**src/rtl/pinbank_pkg.sv**
```systemverilog
package pinbank_pkg;

    localparam int unsigned ADDR_W = 6;
    localparam int unsigned DATA_W = 32;

    localparam logic [ADDR_W-1:0] A_DATA  = 6'h00;
    localparam logic [ADDR_W-1:0] A_OEN   = 6'h01;
    localparam logic [ADDR_W-1:0] A_PINS  = 6'h02;
    localparam logic [ADDR_W-1:0] A_STAT  = 6'h03;
    localparam logic [ADDR_W-1:0] A_IEN   = 6'h04;
    localparam logic [ADDR_W-1:0] A_WEN   = 6'h05;
    localparam logic [ADDR_W-1:0] A_HOLD  = 6'h06;
    localparam logic [ADDR_W-1:0] A_MOD   = 6'h07;
    localparam logic [1:0]        A_CFG_HI = 2'b01;

    typedef enum logic [2:0] {
        TRIG_RISE  = 3'd0,
        TRIG_FALL  = 3'd1,
        TRIG_BOTH  = 3'd2,
        TRIG_HIGH  = 3'd3,
        TRIG_LOW   = 3'd4,
        TRIG_OFF5  = 3'd5,
        TRIG_OFF6  = 3'd6,
        TRIG_OFF7  = 3'd7
    } trig_e;

    typedef struct packed {
        logic  wake_hi;     // bit 7
        trig_e trig;        // bits 6:4
        logic  pull_dn;     // bit 3
        logic  pull_up;     // bit 2
        logic  use_mod;     // bit 1
        logic  open_drain;  // bit 0
    } pin_cfg_t;

    typedef struct packed {
        logic oe;
        logic out;
    } pad_drv_t;

    function automatic logic trig_hit(trig_e mode, logic cur, logic prv);
        case (mode)
            TRIG_RISE: return cur & ~prv;
            TRIG_FALL: return ~cur & prv;
            TRIG_BOTH: return cur ^ prv;
            TRIG_HIGH: return cur;
            TRIG_LOW:  return ~cur;
            default:   return 1'b0;
        endcase
    endfunction

    function automatic pad_drv_t pad_drive(logic od, logic en, logic dat);
        pad_drv_t r;
        if (od) begin
            r.out = 1'b0;
            r.oe  = en & ~dat;
        end else begin
            r.out = dat;
            r.oe  = en;
        end
        return r;
    endfunction

endpackage

```
**src/rtl/pinbank_regs.sv**
```systemverilog
module pinbank_regs
    import pinbank_pkg::*;
#(
    parameter int unsigned NPINS   = 16,
    parameter int unsigned DENS_W  = 8,
    parameter int unsigned PRESC_W = 16
) (
    input  logic                     clk,
    input  logic                     rst,
    input  logic                     bus_wr,
    input  logic                     bus_rd,
    input  logic [ADDR_W-1:0]        bus_addr,
    input  logic [DATA_W-1:0]        bus_wdata,
    output logic [DATA_W-1:0]        bus_rdata,
    input  logic [NPINS-1:0]         pin_sync,
    input  logic [NPINS-1:0]         stat_set,
    output logic [NPINS-1:0]         data_q,
    output logic [NPINS-1:0]         oen_q,
    output logic [NPINS-1:0]         ien_q,
    output logic [NPINS-1:0]         wen_q,
    output logic [NPINS-1:0]         hold_q,
    output logic [NPINS-1:0]         stat_q,
    output logic [DENS_W-1:0]        dens_q,
    output logic [PRESC_W-1:0]       presc_q,
    output pin_cfg_t [NPINS-1:0]     cfg_q
);
    localparam int unsigned CFG_W = $bits(pin_cfg_t);
    localparam int unsigned IDX_W = ADDR_W - 2;

    logic              is_cfg;
    logic [IDX_W-1:0]  cfg_idx;
    logic [NPINS-1:0]  clr_mask;
    logic [DATA_W-1:0] rd_mux;

    assign cfg_idx  = bus_addr[IDX_W-1:0];
    assign is_cfg   = (bus_addr[ADDR_W-1:IDX_W] == A_CFG_HI) && (int'(cfg_idx) < NPINS);
    assign clr_mask = (bus_wr && bus_addr == A_STAT) ? bus_wdata[NPINS-1:0] : '0;

    always_ff @(posedge clk) begin
        if (rst) begin
            data_q  <= '0;
            oen_q   <= '0;
            ien_q   <= '0;
            wen_q   <= '0;
            hold_q  <= '0;
            dens_q  <= '0;
            presc_q <= '0;
        end else if (bus_wr) begin
            case (bus_addr)
                A_DATA: data_q  <= bus_wdata[NPINS-1:0];
                A_OEN:  oen_q   <= bus_wdata[NPINS-1:0];
                A_IEN:  ien_q   <= bus_wdata[NPINS-1:0];
                A_WEN:  wen_q   <= bus_wdata[NPINS-1:0];
                A_HOLD: hold_q  <= bus_wdata[NPINS-1:0];
                A_MOD: begin
                    dens_q  <= bus_wdata[DENS_W-1:0];
                    presc_q <= bus_wdata[DENS_W +: PRESC_W];
                end
                default: ;
            endcase
        end
    end

    generate
        for (genvar p = 0; p < NPINS; p++) begin : g_cfg
            always_ff @(posedge clk) begin
                if (rst) begin
                    cfg_q[p] <= '0;
                end else if (bus_wr && is_cfg && int'(cfg_idx) == p) begin
                    cfg_q[p] <= pin_cfg_t'(bus_wdata[CFG_W-1:0]);
                end
            end
        end
    endgenerate

    // sticky status: new events win over a simultaneous clear
    always_ff @(posedge clk) begin
        if (rst) stat_q <= '0;
        else     stat_q <= (stat_q & ~clr_mask) | stat_set;
    end

    always_comb begin
        rd_mux = '0;
        case (bus_addr)
            A_DATA: rd_mux[NPINS-1:0] = data_q;
            A_OEN:  rd_mux[NPINS-1:0] = oen_q;
            A_PINS: rd_mux[NPINS-1:0] = pin_sync;
            A_STAT: rd_mux[NPINS-1:0] = stat_q;
            A_IEN:  rd_mux[NPINS-1:0] = ien_q;
            A_WEN:  rd_mux[NPINS-1:0] = wen_q;
            A_HOLD: rd_mux[NPINS-1:0] = hold_q;
            A_MOD:  rd_mux[DENS_W+PRESC_W-1:0] = {presc_q, dens_q};
            default: if (is_cfg) rd_mux[CFG_W-1:0] = cfg_q[cfg_idx];
        endcase
    end

    always_ff @(posedge clk) begin
        if (rst)         bus_rdata <= '0;
        else if (bus_rd) bus_rdata <= rd_mux;
    end

endmodule

```
**src/rtl/pinbank_mod.sv**
```systemverilog
module pinbank_mod #(
    parameter int unsigned DENS_W  = 8,
    parameter int unsigned PRESC_W = 16
) (
    input  logic               clk,
    input  logic               rst,
    input  logic [DENS_W-1:0]  dens,
    input  logic [PRESC_W-1:0] presc,
    output logic               mod_bit
);
    logic [PRESC_W-1:0] div_cnt;
    logic [DENS_W-1:0]  acc;
    logic [DENS_W:0]    sum;
    logic               tick;

    // >= keeps the divider sane if the limit is lowered mid-count
    assign tick = (div_cnt >= presc);
    assign sum  = {1'b0, acc} + {1'b0, dens};

    always_ff @(posedge clk) begin
        if (rst) begin
            div_cnt <= '0;
            acc     <= '0;
            mod_bit <= 1'b0;
        end else if (tick) begin
            div_cnt <= '0;
            acc     <= sum[DENS_W-1:0];
            mod_bit <= sum[DENS_W];
        end else begin
            div_cnt <= div_cnt + 1'b1;
        end
    end

endmodule

```
**src/rtl/pinbank_inpath.sv**
```systemverilog
module pinbank_inpath
    import pinbank_pkg::*;
#(
    parameter int unsigned NPINS = 16
) (
    input  logic                 clk,
    input  logic                 rst,
    input  logic [NPINS-1:0]     pad_in,
    input  pin_cfg_t [NPINS-1:0] cfg,
    input  logic [NPINS-1:0]     wen,
    output logic [NPINS-1:0]     pin_sync,
    output logic [NPINS-1:0]     stat_set,
    output logic                 wake
);
    logic [NPINS-1:0] meta_q;
    logic [NPINS-1:0] sync_q;
    logic [NPINS-1:0] prev_q;
    logic [NPINS-1:0] wake_hit;

    always_ff @(posedge clk) begin
        if (rst) begin
            meta_q <= '0;
            sync_q <= '0;
            prev_q <= '0;
        end else begin
            meta_q <= pad_in;
            sync_q <= meta_q;
            prev_q <= sync_q;
        end
    end

    generate
        for (genvar p = 0; p < NPINS; p++) begin : g_det
            assign stat_set[p] = trig_hit(cfg[p].trig, sync_q[p], prev_q[p]);
            assign wake_hit[p] = wen[p] & (sync_q[p] == cfg[p].wake_hi);
        end
    endgenerate

    assign pin_sync = sync_q;
    assign wake     = |wake_hit;

endmodule

```
**src/rtl/pinbank_drive.sv**
```systemverilog
module pinbank_drive
    import pinbank_pkg::*;
#(
    parameter int unsigned NPINS = 16
) (
    input  logic                 clk,
    input  logic                 rst,
    input  pin_cfg_t [NPINS-1:0] cfg,
    input  logic [NPINS-1:0]     data,
    input  logic [NPINS-1:0]     oen,
    input  logic [NPINS-1:0]     hold,
    input  logic                 mod_bit,
    input  logic                 park,
    output logic [NPINS-1:0]     pad_out,
    output logic [NPINS-1:0]     pad_oe,
    output logic [NPINS-1:0]     pad_pu,
    output logic [NPINS-1:0]     pad_pd
);
    generate
        for (genvar p = 0; p < NPINS; p++) begin : g_pin
            logic     src_bit;
            pad_drv_t nxt;
            pad_drv_t cur_q;

            always_comb begin
                src_bit = cfg[p].use_mod ? mod_bit : data[p];
                nxt     = pad_drive(cfg[p].open_drain, oen[p], src_bit);
            end

            always_ff @(posedge clk) begin
                if (rst)          cur_q <= '0;
                else if (!hold[p]) cur_q <= nxt;
            end

            assign pad_out[p] = cur_q.out;
            assign pad_oe[p]  = cur_q.oe & ~park;
            assign pad_pu[p]  = cfg[p].pull_up;
            assign pad_pd[p]  = cfg[p].pull_dn;
        end
    endgenerate

endmodule

```
**src/rtl/pinbank_ctrl.sv**
```systemverilog
module pinbank_ctrl
    import pinbank_pkg::*;
#(
    parameter int unsigned NPINS   = 16,
    parameter int unsigned DENS_W  = 8,
    parameter int unsigned PRESC_W = 16
) (
    input  logic              clk,
    input  logic              rst,
    input  logic              bus_wr,
    input  logic              bus_rd,
    input  logic [5:0]        bus_addr,
    input  logic [31:0]       bus_wdata,
    output logic [31:0]       bus_rdata,
    input  logic [NPINS-1:0]  pad_in,
    output logic [NPINS-1:0]  pad_out,
    output logic [NPINS-1:0]  pad_oe,
    output logic [NPINS-1:0]  pad_pu,
    output logic [NPINS-1:0]  pad_pd,
    input  logic              park,
    output logic              irq,
    output logic              wake
);
    logic [NPINS-1:0]   data_v, oen_v, ien_v, wen_v, hold_v, stat_v;
    logic [NPINS-1:0]   sync_v, set_v, od_v;
    logic [DENS_W-1:0]  dens_v;
    logic [PRESC_W-1:0] presc_v;
    pin_cfg_t [NPINS-1:0] cfg_v;
    logic               mod_v;
    logic               stat_wr_v;

    pinbank_regs #(.NPINS(NPINS), .DENS_W(DENS_W), .PRESC_W(PRESC_W)) u_regs (
        .clk(clk), .rst(rst),
        .bus_wr(bus_wr), .bus_rd(bus_rd), .bus_addr(bus_addr),
        .bus_wdata(bus_wdata), .bus_rdata(bus_rdata),
        .pin_sync(sync_v), .stat_set(set_v),
        .data_q(data_v), .oen_q(oen_v), .ien_q(ien_v), .wen_q(wen_v),
        .hold_q(hold_v), .stat_q(stat_v),
        .dens_q(dens_v), .presc_q(presc_v), .cfg_q(cfg_v)
    );

    pinbank_mod #(.DENS_W(DENS_W), .PRESC_W(PRESC_W)) u_mod (
        .clk(clk), .rst(rst), .dens(dens_v), .presc(presc_v), .mod_bit(mod_v)
    );

    pinbank_inpath #(.NPINS(NPINS)) u_in (
        .clk(clk), .rst(rst), .pad_in(pad_in), .cfg(cfg_v), .wen(wen_v),
        .pin_sync(sync_v), .stat_set(set_v), .wake(wake)
    );

    pinbank_drive #(.NPINS(NPINS)) u_drv (
        .clk(clk), .rst(rst), .cfg(cfg_v), .data(data_v), .oen(oen_v),
        .hold(hold_v), .mod_bit(mod_v), .park(park),
        .pad_out(pad_out), .pad_oe(pad_oe), .pad_pu(pad_pu), .pad_pd(pad_pd)
    );

    generate
        for (genvar p = 0; p < NPINS; p++) begin : g_od
            assign od_v[p] = cfg_v[p].open_drain;
        end
    endgenerate

    assign stat_wr_v = bus_wr && (bus_addr == A_STAT);
    assign irq       = |(stat_v & ien_v);

endmodule

```
**config.mk**
```make
export PLATFORM = sky130hd
export DESIGN_NAME = pinbank_ctrl
export DESIGN_NICKNAME = d
export VERILOG_FILES = /design/src/rtl/pinbank_pkg.sv /design/src/rtl/pinbank_regs.sv /design/src/rtl/pinbank_mod.sv /design/src/rtl/pinbank_inpath.sv /design/src/rtl/pinbank_drive.sv /design/src/rtl/pinbank_ctrl.sv
export SDC_FILE = /design/constraint.sdc
export NUM_CORES = 1
export LEC_CHECK = 0
export BUFFER_PORTS_ARGS = -buffer_cell sky130_fd_sc_hd__buf_2
export CAP_MARGIN = 0
export CORE_MARGIN = 2
export CORE_UTILIZATION = 55
export CTS_CLUSTER_SIZE = 40
export DETAILED_ROUTE_END_ITERATION = 16
export GPL_ROUTABILITY_DRIVEN = 0
export PLACE_DENSITY = 0.83
export SLEW_MARGIN = 15
export SYNTH_ARGS = -nofsm -noshare
export SYNTH_HDL_FRONTEND = slang
export SYNTH_HIERARCHICAL = 1
export SYNTH_SLANG_ARGS = --single-unit
```
**constraint.sdc**
```tcl
create_clock -name clk -period 2.95 [get_ports clk]
set_input_delay 0 -clock clk [delete_from_list [all_inputs] [get_ports clk]]
set_output_delay 0 -clock clk [all_outputs]
set_load 0.02 [all_outputs]
```
; ---- Word level (Yosys, flattened, before mapping)
; Index checks and enable logic that the tools add are counted.
; Widths: inputs -> output; s select.
[op_classes]
mux = 55
order_cmp = 2
multipliers = 0
div = 0
addsub = 2
bitwise = 149
shift = 0
reduce_logical = 45
n_eq_ne = 103
[op_table]
columns = cell, count
row1 = $pmux 8 s8, 2
row2 = $eq 3x2->1 const B, 32
row3 = $and 1x1->1, 80
row4 = $pmux 1 s5, 16
row5 = $not 1->1, 49
row6 = $eq 3x1->1 const B, 16
row7 = $eq 3x3->1 const B, 16
row8 = $logic_not 3->1, 16
row9 = $and 16x16->16, 2
row10 = $bmux 8 s4, 1
row11 = $eq 4x4->1 const B, 8
row12 = $mux 2, 16
row13 = $reduce_or 16->1, 2
row14 = $eq 6x3->1 const B, 4
row15 = $mux 8, 3
row16 = $logic_and 1x1->1, 18
row17 = $add 16x1->16 const B, 1
row18 = $eq 1x1->1, 16
row19 = $eq 4x3->1 const B, 4
row20 = $ge 16x16->1, 1
row21 = $mux 1, 16
row22 = $mux 16, 1
row23 = $not 16->16, 1
row24 = $or 16x16->16, 1
row25 = other kinds (12), 34
[totals]
wordCells = 499
regBits = 377
latch_bits = 0
n_memories = 0
mem_bits_rw = 0
romBits = 0

; ---- Longest topological paths before layout
; Gate-level depths: netlist (run 1).
[depth]
word_depth = 6
ltp_mapped = 10
depth_no_buf = 8

; ---- Hierarchy
; The synthesis (run 1) kept the hierarchy.
[modules_own_cells]
columns = module, instances, area_per_inst_um2, seq_area_each_um2, cells_each
row1 = pinbank_regs, 1, 11825.1, 5445.2, 1319
row2 = pinbank_inpath, 1, 2653.8, 960.9, 270
row3 = pinbank_drive, 1, 2109.5, 640.6, 234
row4 = pinbank_mod, 1, 1654.1, 500.5, 188
row5 = pinbank_ctrl, 1, 101.3, 0.0, 9

; ---- Worst setup path after synthesis (run 1)
; Ideal clock, no wire load.
[synth_timing]
path_type = register to register
from = register u_mod.div_cnt[0]
to = register u_mod.div_cnt[10]
path_stages_with_launch = 11
setup_slack_ps = 652
t_arrival_ps = 2234
path_cell_list = dfxtp_1 inv_1 ha_1 nand2b_4 a2111oi_4 o21ai_1 a2111o_1 or2_1 buf_6 buf_6 nor2_1
[synth_via]
elab_chain_len = 2
elab_cells_between_ends = 3
cone_classes = 1 x add/sub / 1 x order compare / 1 x reduce/logical
[synth_lines]
columns = element, line
row1 = from (decl), pinbank_mod.sv:11  ; logic [PRESC_W-1:0] div_cnt;
row2 = from (signal assigned), pinbank_mod.sv:30  ; div_cnt <= div_cnt + 1'b1;
row3 = $ge 16x16->1, pinbank_mod.sv:17  ; assign tick = (div_cnt >= presc);
row4 = $reduce_or 2->1 (no source line), --
; Parallel ways exist; a longest one is shown, timed or not.
; A chain may end at the register's enable or synchronous reset.

; ---- Final worst setup path (run 1)
[layout_timing]
from = input port bus_addr[3]
to = register u_regs.presc_q[9]
[layout_via]
elab_chain_len = 2
[layout_lines]
columns = element, line
row1 = from (decl), pinbank_ctrl.sv:12  ; input logic [5:0] bus_addr,
row2 = $eq 6x3->1, pinbank_regs.sv:49  ; case (bus_addr)
row3 = $reduce_and 2->1 (no source line), --
row4 = to (signal assigned), pinbank_regs.sv:57  ; presc_q <= bus_wdata[DENS_W +: PRESC_W];
row5 = to (decl), pinbank_regs.sv:24  ; output logic [PRESC_W-1:0] presc_q,
; Every way passes these cells.

==> results of run 1 <==
## where the power goes
part	internal, W	total (W)	switching [W]
Combinational	0.000229	0.000665	0.000435
Clock	0.00297	0.00498	0.00202
Sequential	0.00515	0.00522	0.0000677
Total	0.00834	0.0109	0.00252
## through the flow
stage | power (W) | hold WS, ns
after floorplan | 0.00571 | 0.0781
after global placement | 0.00590 | 0.212
after detailed placement | 0.00592 | 0.212
after CTS | 0.0109 | 0.00701
after global routing | 0.0111 | 0.0453
final | 0.0109 | 0.0421
## worst max-delay path by stage
| stage | startpoint | to | slack (ns) | cells after the start |
|---|---|---|---|---|
| final | bus_addr[3] | u_regs/presc_q[9] | 0.14 | 9 |
| after global routing | bus_addr[3] | u_regs/presc_q[9] | 0.15 | 9 |
| after detailed placement | u_mod/div_cnt[0] | u_mod/div_cnt[5] | 0.49 | 8 |
| after floorplan | u_mod/div_cnt[0] | u_mod/div_cnt[10] | 0.65 | 10 |
| after CTS | bus_addr[3] | u_regs/presc_q[12] | 0.13 | 9 |
| after global placement | u_mod/div_cnt[0] | u_mod/div_cnt[4] | 0.54 | 8 |
## layout make-up
cell class                 instances  area [µm²]
fill                            2575       12100
multi-input combinational       1395        9510
sequential                       377        7550
timing repair buffer             219        1460
clock buffer                      54        1100
tap                              442         553
inverter                          70         263
clock inverter                    16         188
antenna                            2        5.00
## registers in the layout, indices dropped and copies added (netlist names), 16 cells and up
name,flops
u_regs/oen_q,16
u_regs/cfg_q,128
u_regs/stat_q,16
u_drv/g_pin.cur_q,16
u_regs/presc_q,16
u_in/prev_q,16
u_regs/data_q,16
u_regs/wen_q,16
u_mod/div_cnt,16
u_regs/ien_q,16
u_in/pin_sync,16
u_drv/pad_out,16
u_in/meta_q,16
u_regs/hold_q,16
u_regs/bus_rdata,24
## cell families (layout without fill, tap and decap cells)
logic type	count (synthesis)	count (layout)	share of synthesized area
XOR/XNOR	35	35	0.0167
AND/OR/NAND/NOR	763	764	0.200
adder cells (fa/ha/maj)	58	58	0.0400
other	1	10	0.000204
flip-flops	377	377	0.411
multiplexers	188	188	0.138
AO/OA/AOI/OAI	342	342	0.122
buffers and inverters	256	359	0.0720
## layer usage
layer	track usage	share of wire
met5	0	0
met1	0.395	0.38
met4	0.169	0.063
met3	0.0739	0.12
met2	0.473	0.43
## what timing repair did
item,CTS,global route
hold buffers,48,0
endpoints found under the hold margin,160,0
setup endpoints to repair,0,5
buffers inserted,0,0
## synth_stat cells, types with 39 or more instances
library cell	number
buf_2	39
a21oi_1	192
ha_1	57
clkbuf_1	69
nand3_1	88
nand2_1	282
dfxtp_1	377
nor2b_1	55
buf_4	63
nor2_1	191
mux4_2	47
inv_1	70
mux2i_1	118
## worst max-delay path, stage by stage
cell and delay [ns]:
dlygate4sd3_1 0.57, buf_2 0.20, or4b_1 0.83, nor2_4 0.43, nand2_1 0.10, buf_4 0.25, nand2_1 0.11, a21oi_1 0.08
dlygate4sd3_1 0.62
==> results.yml, run 1 <==
hold_path:
  min_path_type: "primary input to flip-flop"
  worstHoldStart: "bus_wdata[6]"
  hold_path_depth: 3
  worstHoldEndpoint: "u_regs/dens_q[6]"
timing:
  rsz0062_at_grt: "no"
  hold_violations: 0
  skew_ns: 0.0249
  fin_crit_ns: 2.81
  tns_ns: 0
  tightestPinTransition_ns: 1.03
  fmax_ghz: 0.355
  layout_setup_ws_ns: 0.136
  min_period_over_period: 0.954
  slew_headroom: 0.312
  slew_violations: 0
  setup_viol: 0
placement:
  dpl.cell_count: 2454
  io_buffers: 140
  placed_area_um2: 18800
  dp_hpwl_um: 37700
  pre_cts_slack_ns: 0.492
worst_setup_path:
  start_kind: "primary input"
  r2r-end: "u_mod/div_cnt[13]"
  cp.arrival_ns: 3.22
  ff2ff_setup_slack_ns: 0.44
  path_max_fanout: 24
  crit_type: "primary input to flip-flop"
  r2r_start: "u_mod/div_cnt[0]"
  required_ns: 3.35
  r2r_cells: 8
  end_kind: "flip-flop"
logic_synthesis:
  synth_cell_types: 74
  syn-mean-instance-area_um2: 9.08
  synth_area_leaders: "dfxtp_1 (41%), mux2i_1 (6.4%), mux4_2 (5.8%), nand2_1 (5.8%), a21oi_1 (5.2%)"
  seq_area_frac_synth: 0.411
  ys.flop_type: "dfxtp_1"
  syn_area_um2: 18300
  yosysTopAreaCellShare: 0.411
  yosys_warnings: 6
  synthCells: 2020
  synth-async-reset-ratio: 0
  yosysTopAreaCell: "dfxtp_1"
  synth_edf_count: 0
  synth_seq_cells: 377
route:
  drt_pass1_iterations: 7
  totalWireLength_um: 55800
  drc: 0
  via_per_inst: 6.23
  wl_per_cell_um: 21.7
  vias: 16000
  antenna_left: 0
  drt-initial-drc-count: 2355
global_route:
  track_usage: 0.306
  grt_pass1_vias: 15200
  grt_start_max_net_pins: 117
  grt_overflow_total: 0
  grt_pass1_wl_um: 84800
  antenna_found_initial: 4
layout:
  num-nets-final: 2219
  area_growth_pct: 12.5
  final_cell_mix: "dfxtp_1 (377), nand2_1 (282), a21oi_1 (192)"
  final_util: 0.631
  design_area_um2: 20600
  drive_above_1_share: 0.159
  stdcell_count: 2575
  layout_commonest_cell: "dfxtp_1"
die:
  rows: 66
  die_area_um2: 34800
  core-area_um2: 32700
  ios: 157
  fp.dieH_um: 187
  die_w_um: 187
  start_util: 0.561
clocking:
  path_clk_slew_ns: 0.06
  cts_sinks: 377
  clock_latency_ns: 0.53
  cts_tree: "done"
  cts_resized: 0
  cts_buffers: 39
  cts-root-buf: "clkbuf_16"
  htree_num_levels: 2
  cts_buffer_depth: 3
status:
  outcome: "complete, no violations"
power_and_ir_drop:
  peakVddDrop_uv: 344
  powerDensity_nw_per_um2: 527
  p_leak_nw: 7.90
flow_run:
  maxCapViolations: 0
(Power assumes the default switching activity.)
==> run 2, diff against run 1 <==
==> constraint.sdc (replaced) <==
create_clock -name clk -period 2.6 [get_ports clk]
set_input_delay 0 -clock clk [delete_from_list [all_inputs] [get_ports clk]]
set_output_delay 0 -clock clk [all_outputs]
set_load 0.02 [all_outputs]
==> run 2 against run 1 <==
Worst setup slack gained 0.018 ns; clock-buffer cell count shrank 2; global-route usage grew 0.89 points.
==> results.yml, run 2 (synthesis results as in run 1) <==
layout:
  final_cell_mix: "dfxtp_1 (377), nand2_1 (282), a21oi_1 (192)"
  num-nets-final: 2229
  drive_above_1_share: 0.164
  reg.largest.list: "u_regs/cfg_q: 128 flops, u_regs/bus_rdata: 24 flops"
  largest_reg_flops: 128
  layout_commonest_cell: "dfxtp_1"
  stdcell_count: 2586
  area_growth_pct: 13.7
  design_area_um2: 20900
  largest_register: "u_regs/cfg_q"
hold_path:
  worstHoldStart: "bus_rd"
  worstHoldEndpoint: "u_regs/bus_rdata[16]"
  hold_path_depth: 4
  min_path_type: "primary input to flip-flop"
timing:
  fin_crit_ns: 2.45
  hold_violations: 0
  tns_ns: 0
  fmax_ghz: 0.409
  tightestPinTransition_ns: 1.01
  slew_violations: 0
  slew_headroom: 0.310
  min_period_over_period: 0.941
  setup_viol: 0
  rsz0062_at_grt: "no"
  skew_ns: 0.0251
die:
  rows: 66
  core-area_um2: 32700
  fp.dieH_um: 187
  die_area_um2: 34800
  start_util: 0.561
  ios: 157
  die_w_um: 187
route:
  vias: 16200
  drt_pass1_iterations: 10
  totalWireLength_um: 56600
  via_per_inst: 6.25
  drc: 0
  antenna_left: 0
  drt-initial-drc-count: 2458
  wl_per_cell_um: 21.9
power_and_ir_drop:
  p_leak_nw: 8.00
  powerDensity_nw_per_um2: 612
  peakVddDrop_uv: 450
worst_setup_path:
  r2r_start: "u_mod/div_cnt[0]"
  required_ns: 3.07
  end_kind: "flip-flop"
  r2r-end: "u_mod/div_cnt[3]"
  crit_type: "flip-flop to flip-flop"
  cp-startpoint: "u_mod/div_cnt[0]"
  ff2ff_setup_slack_ns: 0.15
  cp.arrival_ns: 2.92
  path_max_fanout: 16
  start_kind: "flip-flop"
  r2r_cells: 8
placement:
  placed_area_um2: 19000
  dp_hpwl_um: 38300
  dpl.cell_count: 2467
  io_buffers: 140
global_route:
  grt_pass1_vias: 15500
  antenna_found_initial: 3
  track_usage: 0.315
  grt_start_max_net_pins: 108
  grt_pass1_wl_um: 87100
  grt_overflow_total: 0
clocking:
  clock_latency_ns: 0.54
  cts_resized: 0
  cts_tree: "done"
  hold_buffers: 46
  cts_sinks: 377
  cts-root-buf: "clkbuf_16"
  cts_buffers: 39
  path_clk_slew_ns: 0.06
  cts_buffer_depth: 3
  htree_num_levels: 2
  postCtsSetupBuffers: 0
flow_run:
  maxCapViolations: 0
status:
  outcome: "complete, no violations"
-- run 2: per-layer routing --
metal,track usage,share of wire,vias to the layer above
met5,0,0,-
met4,0.188,0.065,0
met3,0.0803,0.13,283
met2,0.482,0.43,1128
met1,0.402,0.37,7582
li1,-,-,7177
-- run 2: layout make-up --
cell class / count / area, µm²
fillers: 2519 / 11800
multi-input cells: 1394 / 9500
flip-flops and latches: 377 / 7550
repair buffers: 230 / 1580
clock buffers: 52 / 1120
well taps: 442 / 553
clock inverters: 17 / 285
inverters: 70 / 263
diodes: 4 / 10.0
-- run 2: how the worst max path moves through the flow --
| stage | to | depth (start not counted) |
|---|---|---|
| 3_3_place_gp | u_regs/bus_rdata[14] | 9 |
| 6_report | u_mod/div_cnt[3] | 8 |
| 5_1_grt | u_mod/div_cnt[5] | 8 |
| 3_5_place_dp | u_mod/div_cnt[8] | 8 |
| 4_1_cts | u_mod/div_cnt[8] | 8 |
| 2_1_floorplan | u_mod/div_cnt[10] | 10 |
-- run 2: stage by stage --
step,setup slack [ns],utilization,power [W],hold slack (ns)
2_1_floorplan,0.302,-,0.00648,0.0781
3_3_place_gp,0.235,0.580,0.00671,0.212
3_5_place_dp,0.161,0.580,0.00673,0.212
4_1_cts,0.146,0.637,0.0127,0.00829
5_1_grt,0.0199,0.637,0.0131,0.0342
6_report,0.154,0.638,0.0128,0.0358
-- run 2: critical path: stages (launching register included) --
cell,delay (ns)
dfxtp_1,0.40
inv_1,0.06
ha_1,0.27
nand2b_4,0.15
a2111oi_4,0.32
o21ai_1,0.14
a2111o_1,0.44
or2_1,0.41
nor2_1,0.18
-- run 2: where the power goes --
group / total (W) / leakage (nW) / internal, W / switching, W
logic: 0.000776 / 4.27 / 0.000273 / 0.000503
registers: 0.00592 / 3.05 / 0.00584 / 0.0000774
clock network: 0.00607 / 0.687 / 0.00372 / 0.00234
total: 0.0128 / 8.00 / 0.00984 / 0.00292
